--- src/rtl/ctx_tlb_pkg.sv ---
package ctx_tlb_pkg;

  typedef enum logic [0:0] {
    WALK_IDLE = 1'b0,
    WALK_WAIT = 1'b1
  } walk_state_e;

  // next slot in a circular order over n slots
  function automatic int unsigned slot_after(int unsigned cur, int unsigned n);
    return (cur + 1 >= n) ? 0 : cur + 1;
  endfunction

endpackage

--- src/rtl/tlb_victim.sv ---
module tlb_victim #(
  parameter int ENTRIES = 4,
  localparam int IDX_W = (ENTRIES > 1) ? $clog2(ENTRIES) : 1
) (
  input  logic             clk,
  input  logic             rst_n,
  input  logic             advance,
  output logic [IDX_W-1:0] ptr
);
  import ctx_tlb_pkg::*;

  logic [IDX_W-1:0] ptr_q;

  always_ff @(posedge clk or negedge rst_n) begin
    if (!rst_n)       ptr_q <= '0;
    else if (advance) ptr_q <= IDX_W'(slot_after(int'(ptr_q), ENTRIES));
  end

  assign ptr = ptr_q;


  ptr_hold_chk: assert property (@(posedge clk) disable iff (!rst_n)
    !advance |=> $stable(ptr_q));

endmodule

--- src/rtl/tlb_cam.sv ---
module tlb_cam #(
  parameter int ENTRIES = 4,
  parameter int TAG_W   = 26,
  parameter int PPN_W   = 14,
  localparam int IDX_W  = (ENTRIES > 1) ? $clog2(ENTRIES) : 1
) (
  input  logic             clk,
  input  logic             rst_n,
  input  logic             inv_all,
  input  logic [TAG_W-1:0] lk_tag,
  output logic             lk_hit,
  output logic [PPN_W-1:0] lk_ppn,
  output logic             lk_dirty,
  input  logic             wr_en,
  input  logic [IDX_W-1:0] wr_idx,
  input  logic [TAG_W-1:0] wr_tag,
  input  logic [PPN_W-1:0] wr_ppn,
  input  logic             wr_dirty
);

  logic [ENTRIES-1:0] hit_vec;
  logic [ENTRIES-1:0] valid_vec;
  logic [ENTRIES-1:0] dirty_vec;
  logic [PPN_W-1:0]   ppn_arr [ENTRIES];

  for (genvar i = 0; i < ENTRIES; i++) begin : g_slot
    logic             v_q;
    logic             d_q;
    logic [TAG_W-1:0] t_q;
    logic [PPN_W-1:0] p_q;
    logic             sel;

    assign sel = wr_en && (wr_idx == IDX_W'(i));

    always_ff @(posedge clk or negedge rst_n) begin
      if (!rst_n) begin
        v_q <= 1'b0;
        d_q <= 1'b0;
        t_q <= '0;
        p_q <= '0;
      end else if (inv_all) begin
        v_q <= 1'b0;
      end else if (sel) begin
        v_q <= 1'b1;
        d_q <= wr_dirty;
        t_q <= wr_tag;
        p_q <= wr_ppn;
      end
    end

    assign valid_vec[i] = v_q;
    assign dirty_vec[i] = d_q;
    assign ppn_arr[i]   = p_q;
    assign hit_vec[i]   = v_q && (t_q == lk_tag);
  end

  always_comb begin
    lk_ppn   = '0;
    lk_dirty = 1'b0;
    for (int i = 0; i < ENTRIES; i++) begin
      if (hit_vec[i]) begin
        lk_ppn   = lk_ppn | ppn_arr[i];
        lk_dirty = lk_dirty | dirty_vec[i];
      end
    end
  end

  assign lk_hit = |hit_vec;


  single_match_chk: assert property (@(posedge clk) disable iff (!rst_n)
    $onehot0(hit_vec));


  inv_clears_chk: assert property (@(posedge clk) disable iff (!rst_n)
    inv_all |=> (valid_vec == '0));

endmodule

--- src/rtl/tlb_walk.sv ---
module tlb_walk #(
  parameter int CTX_W  = 4,
  parameter int VPN_W  = 22,
  parameter int PPN_W  = 14,
  parameter int ADDR_W = 32,
  localparam int PTE_W = PPN_W + 2
) (
  input  logic              clk,
  input  logic              rst_n,
  input  logic              start,
  input  logic [VPN_W-1:0]  start_vpn,
  input  logic [CTX_W-1:0]  start_ctx,
  input  logic [ADDR_W-1:0] base,
  output logic              busy,
  output logic              mem_req_valid,
  output logic [ADDR_W-1:0] mem_req_addr,
  input  logic              mem_rsp_valid,
  input  logic [PTE_W-1:0]  mem_rsp_data,
  output logic              fill_done,
  output logic              fill_resident,
  output logic              fill_dirty,
  output logic [PPN_W-1:0]  fill_ppn,
  output logic [CTX_W-1:0]  fill_ctx,
  output logic [VPN_W-1:0]  fill_vpn
);
  import ctx_tlb_pkg::*;

  function automatic logic [ADDR_W-1:0] entry_addr(logic [ADDR_W-1:0] b,
                                                   logic [VPN_W-1:0]  v);
    return b + ADDR_W'(v);
  endfunction

  walk_state_e      state_q;
  logic             req_q;
  logic [ADDR_W-1:0] addr_q;
  logic [CTX_W-1:0] ctx_q;
  logic [VPN_W-1:0] vpn_q;

  always_ff @(posedge clk or negedge rst_n) begin
    if (!rst_n) begin
      state_q <= WALK_IDLE;
      req_q   <= 1'b0;
      addr_q  <= '0;
      ctx_q   <= '0;
      vpn_q   <= '0;
    end else begin
      req_q <= 1'b0;
      case (state_q)
        WALK_IDLE: if (start) begin
          state_q <= WALK_WAIT;
          req_q   <= 1'b1;
          addr_q  <= entry_addr(base, start_vpn);
          ctx_q   <= start_ctx;
          vpn_q   <= start_vpn;
        end
        WALK_WAIT: if (mem_rsp_valid) state_q <= WALK_IDLE;
        default: state_q <= WALK_IDLE;
      endcase
    end
  end

  assign busy          = (state_q == WALK_WAIT);
  assign mem_req_valid = req_q;
  assign mem_req_addr  = addr_q;
  assign fill_done     = busy && mem_rsp_valid;
  assign fill_resident = mem_rsp_data[PTE_W-1];
  assign fill_dirty    = mem_rsp_data[PTE_W-2];
  assign fill_ppn      = mem_rsp_data[PPN_W-1:0];
  assign fill_ctx      = ctx_q;
  assign fill_vpn      = vpn_q;


  req_pulse_chk: assert property (@(posedge clk) disable iff (!rst_n)
    mem_req_valid |=> !mem_req_valid);


  req_after_start_chk: assert property (@(posedge clk) disable iff (!rst_n)
    mem_req_valid |-> $past(start));

endmodule

--- src/rtl/ctx_tlb.sv ---
module ctx_tlb #(
  parameter int CTX_W   = 4,
  parameter int VPN_W   = 22,
  parameter int PPN_W   = 14,
  parameter int ADDR_W  = 32,
  parameter int ENTRIES = 4,
  localparam int PTE_W  = PPN_W + 2,
  localparam int TAG_W  = CTX_W + VPN_W,
  localparam int IDX_W  = (ENTRIES > 1) ? $clog2(ENTRIES) : 1
) (
  input  logic              clk,
  input  logic              rst_n,
  input  logic              ctx_we,
  input  logic [CTX_W-1:0]  ctx_wdata,
  input  logic              base_we,
  input  logic [ADDR_W-1:0] base_wdata,
  input  logic              inv_all,
  input  logic              lk_valid,
  input  logic [VPN_W-1:0]  lk_vpn,
  output logic              lk_ready,
  output logic              rsp_valid,
  output logic              rsp_hit,
  output logic              rsp_fault,
  output logic              rsp_dirty,
  output logic [PPN_W-1:0]  rsp_ppn,
  output logic              mem_req_valid,
  output logic [ADDR_W-1:0] mem_req_addr,
  input  logic              mem_rsp_valid,
  input  logic [PTE_W-1:0]  mem_rsp_data
);

  logic [CTX_W-1:0]  ctx_q;
  logic [ADDR_W-1:0] base_q;

  always_ff @(posedge clk or negedge rst_n) begin
    if (!rst_n) begin
      ctx_q  <= '0;
      base_q <= '0;
    end else begin
      if (ctx_we)  ctx_q  <= ctx_wdata;
      if (base_we) base_q <= base_wdata;
    end
  end

  // named internal events
  logic             accept, hit_now, miss_now, install, walk_busy;
  logic             cam_hit, cam_dirty;
  logic [PPN_W-1:0] cam_ppn;
  logic [IDX_W-1:0] victim;
  logic             fill_done, fill_res, fill_dirty;
  logic [PPN_W-1:0] fill_ppn;
  logic [CTX_W-1:0] fill_ctx;
  logic [VPN_W-1:0] fill_vpn;

  assign lk_ready = !walk_busy;
  assign accept   = lk_valid && lk_ready;
  assign hit_now  = accept && cam_hit;
  assign miss_now = accept && !cam_hit;
  assign install  = fill_done && fill_res && !inv_all;

  tlb_cam #(.ENTRIES(ENTRIES), .TAG_W(TAG_W), .PPN_W(PPN_W)) u_cam (
    .clk      (clk),
    .rst_n    (rst_n),
    .inv_all  (inv_all),
    .lk_tag   ({ctx_q, lk_vpn}),
    .lk_hit   (cam_hit),
    .lk_ppn   (cam_ppn),
    .lk_dirty (cam_dirty),
    .wr_en    (install),
    .wr_idx   (victim),
    .wr_tag   ({fill_ctx, fill_vpn}),
    .wr_ppn   (fill_ppn),
    .wr_dirty (fill_dirty)
  );

  tlb_victim #(.ENTRIES(ENTRIES)) u_victim (
    .clk     (clk),
    .rst_n   (rst_n),
    .advance (install),
    .ptr     (victim)
  );

  tlb_walk #(.CTX_W(CTX_W), .VPN_W(VPN_W), .PPN_W(PPN_W), .ADDR_W(ADDR_W)) u_walk (
    .clk           (clk),
    .rst_n         (rst_n),
    .start         (miss_now),
    .start_vpn     (lk_vpn),
    .start_ctx     (ctx_q),
    .base          (base_q),
    .busy          (walk_busy),
    .mem_req_valid (mem_req_valid),
    .mem_req_addr  (mem_req_addr),
    .mem_rsp_valid (mem_rsp_valid),
    .mem_rsp_data  (mem_rsp_data),
    .fill_done     (fill_done),
    .fill_resident (fill_res),
    .fill_dirty    (fill_dirty),
    .fill_ppn      (fill_ppn),
    .fill_ctx      (fill_ctx),
    .fill_vpn      (fill_vpn)
  );

  always_ff @(posedge clk or negedge rst_n) begin
    if (!rst_n) begin
      rsp_valid <= 1'b0;
      rsp_hit   <= 1'b0;
      rsp_fault <= 1'b0;
      rsp_dirty <= 1'b0;
      rsp_ppn   <= '0;
    end else begin
      rsp_valid <= hit_now || fill_done;
      if (hit_now) begin
        rsp_hit   <= 1'b1;
        rsp_fault <= 1'b0;
        rsp_dirty <= cam_dirty;
        rsp_ppn   <= cam_ppn;
      end else if (fill_done) begin
        rsp_hit   <= 1'b0;
        rsp_fault <= !fill_res;
        rsp_dirty <= fill_res && fill_dirty;
        rsp_ppn   <= fill_res ? fill_ppn : '0;
      end
    end
  end


  busy_blocks_chk: assert property (@(posedge clk) disable iff (!rst_n)
    mem_req_valid |-> !lk_ready);


  hit_follows_accept_chk: assert property (@(posedge clk) disable iff (!rst_n)
    (rsp_valid && rsp_hit) |-> $past(lk_valid && lk_ready));


  fault_no_page_chk: assert property (@(posedge clk) disable iff (!rst_n)
    (rsp_valid && rsp_fault) |-> (rsp_ppn == '0 && !rsp_dirty && !rsp_hit));


  walk_resp_chk: assert property (@(posedge clk) disable iff (!rst_n)
    (!lk_ready && mem_rsp_valid) |=> (rsp_valid && !rsp_hit && lk_ready));

endmodule

--- config.mk ---
export PLATFORM = sky130hd
export DESIGN_NAME = ctx_tlb
export DESIGN_NICKNAME = d
export VERILOG_FILES = /design/src/rtl/ctx_tlb_pkg.sv /design/src/rtl/tlb_victim.sv /design/src/rtl/tlb_cam.sv /design/src/rtl/tlb_walk.sv /design/src/rtl/ctx_tlb.sv
export SDC_FILE = /design/constraint.sdc
export NUM_CORES = 1
export LEC_CHECK = 0
export CAP_MARGIN = 15
export CORE_ASPECT_RATIO = 1.5
export CORE_MARGIN = 4
export CORE_UTILIZATION = 60
export CTS_CLUSTER_SIZE = 20
export DETAILED_ROUTE_END_ITERATION = 12
export GPL_TIMING_DRIVEN = 0
export HOLD_SLACK_MARGIN = 0.02
export PLACE_DENSITY = 0.95
export SYNTH_ARGS = -nofsm -noshare
export SYNTH_HDL_FRONTEND = slang
export SYNTH_HIERARCHICAL = 1
export SYNTH_SLANG_ARGS = --single-unit
--- constraint.sdc ---
create_clock -name clk -period 5.7 [get_ports clk]
set_input_delay 0.57 -clock clk [delete_from_list [all_inputs] [get_ports clk]]
set_output_delay 0.57 -clock clk [all_outputs]
set_load 0.02 [all_outputs]
==> results of run 1 <==
==> Yosys cell counts, types with 3 or more instances <==
cell type	instances
o21ai_1	4
o21bai_1	3
nand3_1	77
o31ai_1	5
nand3_2	9
buf_4	18
and3_1	7
dfrtp_1	284
a21o_1	15
mux2_2	167
and4bb_1	15
nor4_4	5
buf_6	18
ha_1	23
xnor2_1	109
nand2b_1	21
or3_1	6
buf_2	32
a31oi_1	11
nand4b_1	3
a21oi_1	21
nor2_1	20
a211oi_1	7
nor3_1	6
xnor2_2	5
a31oi_2	9
o21ai_0	34
o211ai_1	4
o21a_1	3
nor3_2	4
nand2_1	136
nor3b_1	4
mux2_1	36
inv_1	8
nand4_1	46
xor2_1	7
clkbuf_1	27
==> routing by layer <==
metal / GRT usage (%) / wire length, um
met2: 53.2 / 20400
met3: 3.49 / 2180
met4: 20.1 / 3200
met1: 31.0 / 13200
met5: 0 / 0
==> worst max-delay path: stages <==
cell,delay [ns]
clkdlybuf4s50_1,0.45
buf_2,0.19
xnor2_1,0.39
nand3_1,0.21
nor3_2,0.69
buf_2,0.37
nand2_1,0.09
nand4_1,0.29
buf_2,0.26
nor3b_1,0.10
nand2b_1,0.17
clkbuf_1,0.41
clkbuf_1,0.47
clkbuf_1,0.64
nand2_1,0.15
nand2_1,0.13
==> final cells by class <==
class	count	area, sq um
clock inverter	14	158
timing repair buffer	117	1210
multi-input combinational	857	6780
tap	319	399
fill	1462	6690
buffer	97	608
sequential	284	7110
clock buffer	36	749
inverter	10	37.5
==> how the worst min path moves through the flow <==
| stage | to | start | slack (ns) |
|---|---|---|---|
| after detailed placement | u_walk/mem_req_addr[3]$_DFFE_PN0P_ | u_walk/mem_req_addr[3]$_DFFE_PN0P_ | 0.47 |
| final | u_cam/g_slot[0].p_q[8]$_DFFE_PN0P_ | rst_n | 0.03 |
| after floorplan | base_q[0]$_DFFE_PN0P_ | rst_n | 0.27 |
| after CTS | rsp_ppn[7]$_DFFE_PN0P_ | rst_n | 0.04 |
| after global placement | u_cam/g_slot[2].v_q$_DFFE_PN0P_ | u_cam/g_slot[2].v_q$_DFFE_PN0P_ | 0.46 |
| after global routing | u_cam/g_slot[1].p_q[9]$_DFFE_PN0P_ | rst_n | 0.07 |
==> placed cells by master, fill, tap and decap left out, types with 23 or more instances in the layout <==
| master | netlist | routed |
|---|---|---|
| xnor2_1 | 109 | 109 |
| ha_1 | 23 | 23 |
| nand2_1 | 136 | 136 |
| mux2_2 | 167 | 167 |
| dfrtp_1 | 284 | 284 |
| clkbuf_16 | 0 | 27 |
| clkdlybuf4s50_1 | 0 | 114 |
| clkbuf_1 | 27 | 32 |
| o21ai_0 | 34 | 34 |
| buf_2 | 32 | 32 |
| mux2_1 | 36 | 36 |
| nand3_1 | 77 | 77 |
| nand4_1 | 46 | 46 |
==> registers in the layout (all words and copies together), names as in the netlist, 14 cells and up <==
| register | flops |
|---|---|
| u_cam/g_slot.p_q | 56 |
| u_cam/g_slot.t_q | 104 |
| rsp_ppn | 14 |
| u_walk/mem_req_addr | 32 |
| u_walk/fill_vpn | 22 |
| base_q | 32 |
==> through the flow <==
stage	power, uW	cell area [sq um]	cells	utilization (%)	setup slack (ns)
3_5_place_dp	5720	16100	1684	68.0	0.271
4_1_cts	7610	17100	1734	71.8	0.751
3_3_place_gp	5560	16100	1682	67.7	-7.49
5_1_grt	7960	17100	1734	71.8	0.417
6_report	7620	17100	1734	71.8	0.576
2_1_floorplan	4730	14500	1248	-	2.41
==> kinds of logic (layout without fill, tap and decap cells) <==
| group | Yosys count | after routing | synth area share, % |
|---|---|---|---|
| AO/OA/AOI/OAI | 132 | 132 | 6.33 |
| XOR/XNOR | 122 | 122 | 7.74 |
| adder cells (fa/ha/maj) | 24 | 24 | 2.12 |
| buffers and inverters | 107 | 274 | 4.44 |
| flip-flops | 284 | 284 | 48.9 |
| multiplexers | 203 | 203 | 15.7 |
| AND/OR/NAND/NOR | 376 | 376 | 14.7 |
==> power by group through the flow <==
stage,clock network [uW],logic (uW),registers [uW]
after floorplan,0,1370,3360
after global placement,0,2310,3260
after detailed placement,0,2410,3310
after CTS,1860,2460,3300
after global routing,1950,2630,3380
final,1840,2470,3310
==> impl_metrics.json, run 1 <==
{
  "status": "finished clean",
  "cts_setup_buffers": 0,
  "p_int_uw": 5020,
  "setup_viol": 0,
  "initialDrtViolationCount": 893,
  "rrSetupSlack_ns": 0.74,
  "grt_overflow_total": 0,
  "crit_type": "in2reg",
  "p_sw_share_pct": 34.2,
  "cts-buffers-inserted": 27,
  "synth-async-reset-ratio_pct": 100,
  "synthTopCellsByArea": "dfrtp_1, mux2_2, xnor2_1",
  "holdBufCountCts": 0,
  "synth_seq_cells": 284,
  "dieArea_sq_um": 26800,
  "grt_usage_pct": 29.1,
  "synthCells": 1248,
  "cts_resized": 0,
  "worstReg2RegStart": "ctx_q[1]$_DFFE_PN0P_",
  "rsz0062_at_grt": "no",
  "r2r_end": "u_walk/fill_vpn[2]$_DFFE_PN0P_",
  "max_cap_violations": 0,
  "p_clk_share_pct": 24.1,
  "insertion_delay_ns": 0.54,
  "fmax_mhz": 195,
  "clock-sinks": 284,
  "comb_power_share_pct": 32.5,
  "yosysTopAreaCell": "dfrtp_1",
  "hold_viol": 0,
  "yosys_warnings": 6,
  "grt_pass1_wl_um": 61200,
  "cp-startpoint": "lk_vpn[0]",
  "final.setup_skew_ns": 0.0165,
  "period_minus_slack_ns": 5.12,
  "start_kind": "primary input",
  "maxSlewHeadroom_pct": 45.2,
  "route.detailed.drc": 0,
  "yosys_most_used_dff": "dfrtp_1",
  "holdWs_ns": 0.0301,
  "drtPass1Iterations": 5,
  "p_leak_uw": 0.00764,
  "end_kind": "flop",
  "cts.path.max_buffers": 3,
  "antenna_found_initial": 0,
  "wirelength_um": 39000,
  "powerDensity_nw_per_um2": 447,
  "via_per_inst": 6.24,
  "synth_top_area_share_pct": 48.9,
  "place.gp.congestion": 0.917,
  "r2r_cells": 15,
  "htreeDepth": 1,
  "synth_cell_types": 67,
  "die_width_um": 135,
  "ant_nets": 0,
  "io_buffers": 115,
  "postSynthAreaPerCell_sq_um": 11.6,
  "first_global_vias": 11600,
  "start_util_pct": 61.2,
  "p_switching_uw": 2600,
  "dp_hpwl_um": 28000,
  "synth_edf_count": 0,
  "num_rows": 69,
  "min_path_type": "in2async",
  "cp.arrival_ns": 5.60,
  "num_antenna_cells": 0,
  "dr_total_vias": 10800,
  "cts_root_buf": "clkbuf_16",
  "peakVddDrop_uv": 356,
  "grt_start_max_net_pins": 130,
  "critPathCapture": "u_walk/fill_vpn[2]$_DFFE_PN0P_",
  "die_h_um": 199,
  "tightest_slew_ns": 0.823,
  "fin_nets": 1499,
  "drive_gt1_share_pct": 23.4,
  "ys_seq_area_share_pct": 48.9,
  "clk_pin_slew_ns": 0.06,
  "fin_crit_sh_pct": 89.9,
  "syn2layout_area_growth_pct": 17.3,
  "cts_tree": "built",
  "path_max_fanout": 10,
  "slew_viol_final": 0,
  "routedWlPerCell_um": 22.5,
  "p_seq_share_pct": 43.4,
  "io_pins": 133,
  "synth_area_sq_um": 14500,
  "finalSetupTns_ns": 0,
  "worstPathRequired_ns": 6.17,
  "core_sq_um": 23700,
  "synth_fp_nets": 1353
}
No activity file was read; power rests on OpenSTA's default activity.
==> inputs of run 2 (changes only) <==
CORE_UTILIZATION = 58   (was 60)
PLACE_DENSITY = 0.92   (was 0.95)
clock period = 5.4 ns   (was 5.7 ns; I/O delays follow)
==> run 2 against run 1 <==
Net effect: clock skew fell by 0.0013 ns; clock power rose by 16%; clock-buffer cell count fell by 3; global-route usage fell by 1.0 points; final cell count rose by 0.35%; register-to-register slack got worse by 0.50 ns; worst hold slack improved by 0.24 ns; first-iteration DRC count fell by 20%; via count fell by 0.36%; cell area rose by 0.72%; non-clock buffer count rose by 1; highest routed layer unchanged.
==> impl_metrics.json, run 2 (synthesis results as in run 1) <==
{
  "status": "finished clean",
  "finalSetupTns_ns": 0,
  "num_antenna_cells": 0,
  "route.detailed.drc": 0,
  "cp-startpoint": "ctx_q[2]$_DFFE_PN0P_",
  "io_pins": 133,
  "hold_viol": 0,
  "cp.arrival_ns": 5.63,
  "top_register": "u_cam/g_slot.t_q",
  "max_cap_violations": 0,
  "syn2layout_area_growth_pct": 18.2,
  "wirelength_um": 38900,
  "antenna_found_initial": 0,
  "cts.path.max_buffers": 3,
  "io_buffers": 115,
  "fin_util_pct": 70.0,
  "r2r_end": "u_walk/fill_vpn[2]$_DFFE_PN0P_",
  "worstReg2RegStart": "ctx_q[2]$_DFFE_PN0P_",
  "htreeDepth": 1,
  "p_leak_uw": 0.00767,
  "cp_slowest_cell": "nor4_4",
  "rrSetupSlack_ns": 0.24,
  "drtPass1Iterations": 5,
  "fin_nets": 1500,
  "worstPathRequired_ns": 5.88,
  "num_rows": 70,
  "first_global_vias": 11500,
  "grt_pass1_wl_um": 61300,
  "peakVddDrop_uv": 392,
  "tightest_slew_ns": 0.858,
  "largest_reg_flops": 104,
  "min_from": "mem_rsp_data[2]",
  "via_per_inst": 6.19,
  "dieArea_sq_um": 27700,
  "dr_total_vias": 10800,
  "final.setup_skew_ns": 0.0152,
  "crit_type": "reg2reg",
  "routedWlPerCell_um": 22.3,
  "holdBufCountCts": 1,
  "cts_root_buf": "clkbuf_16",
  "rsz0062_at_grt": "no",
  "grt_start_max_net_pins": 123,
  "postPlaceCellArea_sq_um": 16100,
  "start_kind": "flop",
  "place.gp.congestion": 0.906,
  "cts_resized": 0,
  "grt_usage_pct": 28.1,
  "whs_endpoint": "u_cam/g_slot[0].p_q[2]$_DFFE_PN0P_",
  "cts_tree": "built",
  "cts_setup_buffers": 0,
  "design_area_sq_um": 17200,
  "end_kind": "flop",
  "clk_pin_slew_ns": 0.07,
  "r2r_cells": 15,
  "min_path_type": "in2reg",
  "layout_common_cells": "dfrtp_1, mux2_2, nand2_1, clkdlybuf4s50_1, xnor2_1",
  "path_buf_inv": 6,
  "dp_hpwl_um": 27700,
  "hold_path_depth": 2,
  "critical_path.top_delay_family": "buffers and inverters",
  "slew_viol_final": 0,
  "powerDensity_nw_per_um2": 479,
  "ant_nets": 0,
  "die_h_um": 202,
  "fin_crit_sh_pct": 95.5,
  "insertion_delay_ns": 0.54,
  "cts-buffers-inserted": 27,
  "worstPathCellList": "buf_6 > xnor2_1 > nand4_1 > nor4_4 > buf_6 > nand2_1 > nand4_1 > buf_2 > nor3b_1 > nand2b_1 > clkbuf_1 > clkbuf_1 > clkbuf_1 > nand2_1 > nand2_1",
  "setup_viol": 0,
  "core_sq_um": 24500,
  "start_util_pct": 59.3,
  "period_minus_slack_ns": 5.16,
  "holdWs_ns": 0.273,
  "die_width_um": 137,
  "largestRegisters": "u_cam/g_slot.t_q: 104 flops, u_cam/g_slot.p_q: 56 flops",
  "cpPeakStageDelay_ns": 0.65,
  "clock-sinks": 284,
  "grt_overflow_total": 0,
  "fmax_mhz": 194,
  "initialDrtViolationCount": 713,
  "maxSlewHeadroom_pct": 42.8,
  "layout_commonest_cell": "dfrtp_1",
  "drive_gt1_share_pct": 23.7,
  "path_max_fanout": 10
}
==> run 2: changes by cell type in the layout (fill, tap and decap cells not counted) <==
cell / change
bufinv_16: +3
clkbuf_1: -4
clkinv_4: +2
dlygate4sd3_1: +1
clkbuf_8: +1
clkinv_2: -6
clkinvlp_4: +4
==> run 2: metal layers <==
metal	vias up	part of all wire [%]	global-route usage [%]
li1	4694	-	-
met1	5374	34	31.1
met2	546	52	50.0
met3	160	5.8	3.46
met4	0	7.4	17.8
met5	-	0	0
==> run 2: per-stage QoR <==
step           total power (uW)  cells  setup WS [ns]
2_1_floorplan              4990   1248           2.14
3_3_place_gp               5870   1687          -7.88
3_5_place_dp               6030   1689         0.0255
4_1_cts                    8220   1740          0.500
5_1_grt                    8590   1740          0.159
6_report                   8220   1740          0.244
==> run 2: how the worst max path moves through the flow <==
stage,endpoint,slack [ns],cells after the start
finish,u_walk/fill_vpn[2]$_DFFE_PN0P_,0.24,15
global route,u_walk/fill_vpn[2]$_DFFE_PN0P_,0.16,16
CTS,u_walk/fill_vpn[2]$_DFFE_PN0P_,0.50,16
detailed placement,u_walk/fill_vpn[2]$_DFFE_PN0P_,0.03,16
global placement,base_q[27]$_DFFE_PN0P_,-7.88,1
floorplan,u_walk/mem_req_addr[7]$_DFFE_PN0P_,2.14,15
==> run 2: area by class of cell <==
cell class | instances | area [sq um]
fill | 1645 | 7350
inverter | 10 | 37.5
buffer | 97 | 608
tap | 324 | 405
multi-input combinational | 857 | 6780
clock inverter | 17 | 265
sequential | 284 | 7110
timing repair buffer | 118 | 1220
clock buffer | 33 | 748
==> run 2: report_power, final <==
part           internal [uW]  switching [uW]  total (uW)
Clock                   1280             851        2130
Combinational           1280            1310        2590
Sequential              2890             602        3490
==> inputs of run 3 (changes only) <==
CORE_MARGIN = 2   (was 4)
PLACE_DENSITY = 0.93   (was 0.92)
SYNTH_HIERARCHICAL = default   (was 1)
==> run 3 against run 2 <==
Net effect: combinational power is 19% lower; cell area is 4.7% lower; power is 9.5% lower; die area is 10% lower; utilization is 0.71 points higher; synthesized cell count is 11% lower.
==> impl_metrics.json, run 3 <==
{
  "status": "finished clean",
  "slew_viol_final": 0,
  "grt_pass1_wl_um": 55500,
  "drive_gt1_share_pct": 24.3,
  "die_h_um": 192,
  "largest_reg_flops": 104,
  "worstPathCellList": "clkdlybuf4s50_1 > buf_4 > xor2_1 > nor4_1 > nand4_1 > nor4_2 > or4_4 > or3b_4 > buf_6 > buf_8 > mux2_4",
  "dpl_worst_slack_ns": 1.16,
  "crit_type": "in2reg",
  "clock-sinks": 284,
  "synth_cell_types": 50,
  "yosysMostFrequentCell": "dfrtp_1",
  "via_per_inst": 6.04,
  "cp_slowest_cell": "nor4_2",
  "synth_fp_nets": 1221,
  "worstPathRequired_ns": 5.81,
  "synthCells": 1113,
  "synthTopCellsByCount": "dfrtp_1, mux2_2, nand2_1, xor2_1, xnor2_1",
  "synth_seq_cells": 284,
  "maxSlewHeadroom_pct": 35.5,
  "cts_root_buf": "clkbuf_16",
  "rsz0062_at_grt": "no",
  "critical_path.top_delay_family": "simple AND/OR/NAND/NOR gates",
  "postSynthAreaPerCell_sq_um": 12.3,
  "insertion_delay_ns": 0.53,
  "dieArea_sq_um": 24900,
  "ys_seq_area_share_pct": 51.9,
  "layout_common_cells": "dfrtp_1, mux2_2, clkdlybuf4s50_1, nand2_1, xor2_1",
  "synthTopCellsByArea": "dfrtp_1, mux2_2, xor2_1",
  "setup_viol": 0,
  "layout_commonest_cell": "dfrtp_1",
  "path_max_fanout": 10,
  "postPlaceCellArea_sq_um": 15500,
  "htreeDepth": 1,
  "path_buf_inv": 4,
  "cpPeakStageDelay_ns": 0.86,
  "start_kind": "primary input",
  "min_path_type": "in2reg",
  "grt_overflow_total": 0,
  "synth_edf_count": 0,
  "layout_setup_ws_ns": 1.64,
  "cts.path.max_buffers": 3,
  "yosysTopAreaCell": "dfrtp_1",
  "drtPass1Iterations": 5,
  "fin_crit_sh_pct": 69.6,
  "route.detailed.drc": 0,
  "start_util_pct": 59.2,
  "top_register": "u_cam.g_slot.t_q",
  "hold_viol": 0,
  "num_antenna_cells": 0,
  "io_pins": 133,
  "largestRegisters": "u_cam.g_slot.t_q: 104 flops, u_cam.g_slot.p_q: 56 flops",
  "grt_usage_pct": 29.0,
  "clk_pin_slew_ns": 0.06,
  "fmax_mhz": 266,
  "p_leak_uw": 0.00740,
  "cts-buffers-inserted": 26,
  "initialDrtViolationCount": 568,
  "powerDensity_nw_per_um2": 454,
  "cp.arrival_ns": 4.17,
  "yosys_most_used_dff": "dfrtp_1",
  "cts_tree": "built",
  "fin_nets": 1382,
  "place.gp.congestion": 0.949,
  "num_rows": 68,
  "grt_start_max_net_pins": 116,
  "max_cap_violations": 0,
  "ant_nets": 0,
  "die_width_um": 130,
  "yosys_warnings": 0,
  "routedWlPerCell_um": 21.8,
  "syn2layout_area_growth_pct": 19.5,
  "antenna_found_initial": 0,
  "tightest_slew_ns": 0.961,
  "synth_top_area_share_pct": 51.9,
  "finalSetupTns_ns": 0,
  "wirelength_um": 35100,
  "first_global_vias": 10500,
  "synth-async-reset-ratio_pct": 100,
  "core_sq_um": 23100,
  "dr_total_vias": 9702,
  "holdWs_ns": 0.477,
  "final.setup_skew_ns": 0.0121,
  "design_area_sq_um": 16400,
  "synth_area_sq_um": 13700,
  "peakVddDrop_uv": 278,
  "rrSetupSlack_ns": 1.78,
  "io_buffers": 130,
  "end_kind": "flop",
  "dp_hpwl_um": 24800,
  "period_minus_slack_ns": 3.76
}
run 3: cell count changes after synthesis, sizes merged, moves of 14 or more:
cell and change:
xor2 +63, a31oi -15, nand2 -62, mux2 +22
xnor2 -53, nor2 +14, nand2b -20, and4bb -15
a21oi +14, buf -19, nor4 +16, nand3 -75
nand4 -34, o21ai +19
run 3: cell type report:
cell class / count / area [sq um]
sequential: 284 / 7110
fill: 1500 / 6770
multi-input combinational: 741 / 6140
timing repair buffer: 133 / 1370
clock buffer: 36 / 749
buffer: 71 / 394
tap: 315 / 394
clock inverter: 10 / 153
inverter: 17 / 63.8
run 3: final timing paths:
path,start,endpoint,depth (start not counted)
max reg2reg,ctx_q[3]$_DFFE_PN0P_,u_walk.fill_ctx[1]$_DFFE_PN0P_,10
min in group asynchronous,rst_n,ctx_q[1]$_DFFE_PN0P_,2
min,base_we,base_q[2]$_DFFE_PN0P_,2
max,lk_vpn[8],u_walk.fill_ctx[1]$_DFFE_PN0P_,11
max in group asynchronous,rst_n,u_cam.g_slot[2].p_q[7]$_DFFE_PN0P_,4
min reg2reg,u_walk.mem_req_addr[28]$_DFFE_PN0P_,u_walk.mem_req_addr[28]$_DFFE_PN0P_,2
run 3: kinds of logic (layout without fill, tap and decap cells):
| family | after synthesis | count (layout) | synth area share [%] |
|---|---|---|---|
| adders and majority gates | 27 | 27 | 2.52 |
| DFF | 284 | 284 | 51.9 |
| muxes | 225 | 225 | 19.1 |
| buffers and inverters | 88 | 267 | 3.34 |
| and+or+nand+nor | 177 | 177 | 6.26 |
| AOI/OAI and AO/OA | 180 | 180 | 8.43 |
| xor gates and xnor gates | 132 | 132 | 8.44 |
run 3: stage by stage:
step,std cells,utilization (%),power (uW)
2_1_floorplan,1113,-,4610
3_3_place_gp,1558,66.5,5270
3_5_place_dp,1560,66.8,5430
4_1_cts,1607,70.7,7430
5_1_grt,1607,70.7,7740
6_report,1607,70.7,7440
run 3: repair_timing:
| item | 4_1_cts | 5_1_grt |
|---|---|---|
| endpoints found under the setup margin | 0 | 0 |
| hold buffers | 1 | 0 |
| hold endpoints to repair | 69 | 0 |
| gates resized for setup | 0 | 0 |
| buffers inserted | 0 | 0 |
run 3: power by group:
part           internal [uW]  switching [uW]
clock network           1160             800
logic                   1100            1010
registers               2850             521
total                   5110            2330
run 3: per-layer routing:
metal,vias up,GRT usage [%],wire length [um]
met5,-,0,0
met4,0,15.2,2040
met3,137,4.41,2020
met2,427,52.9,18600
met1,4883,32.2,12400
li1,4255,-,-
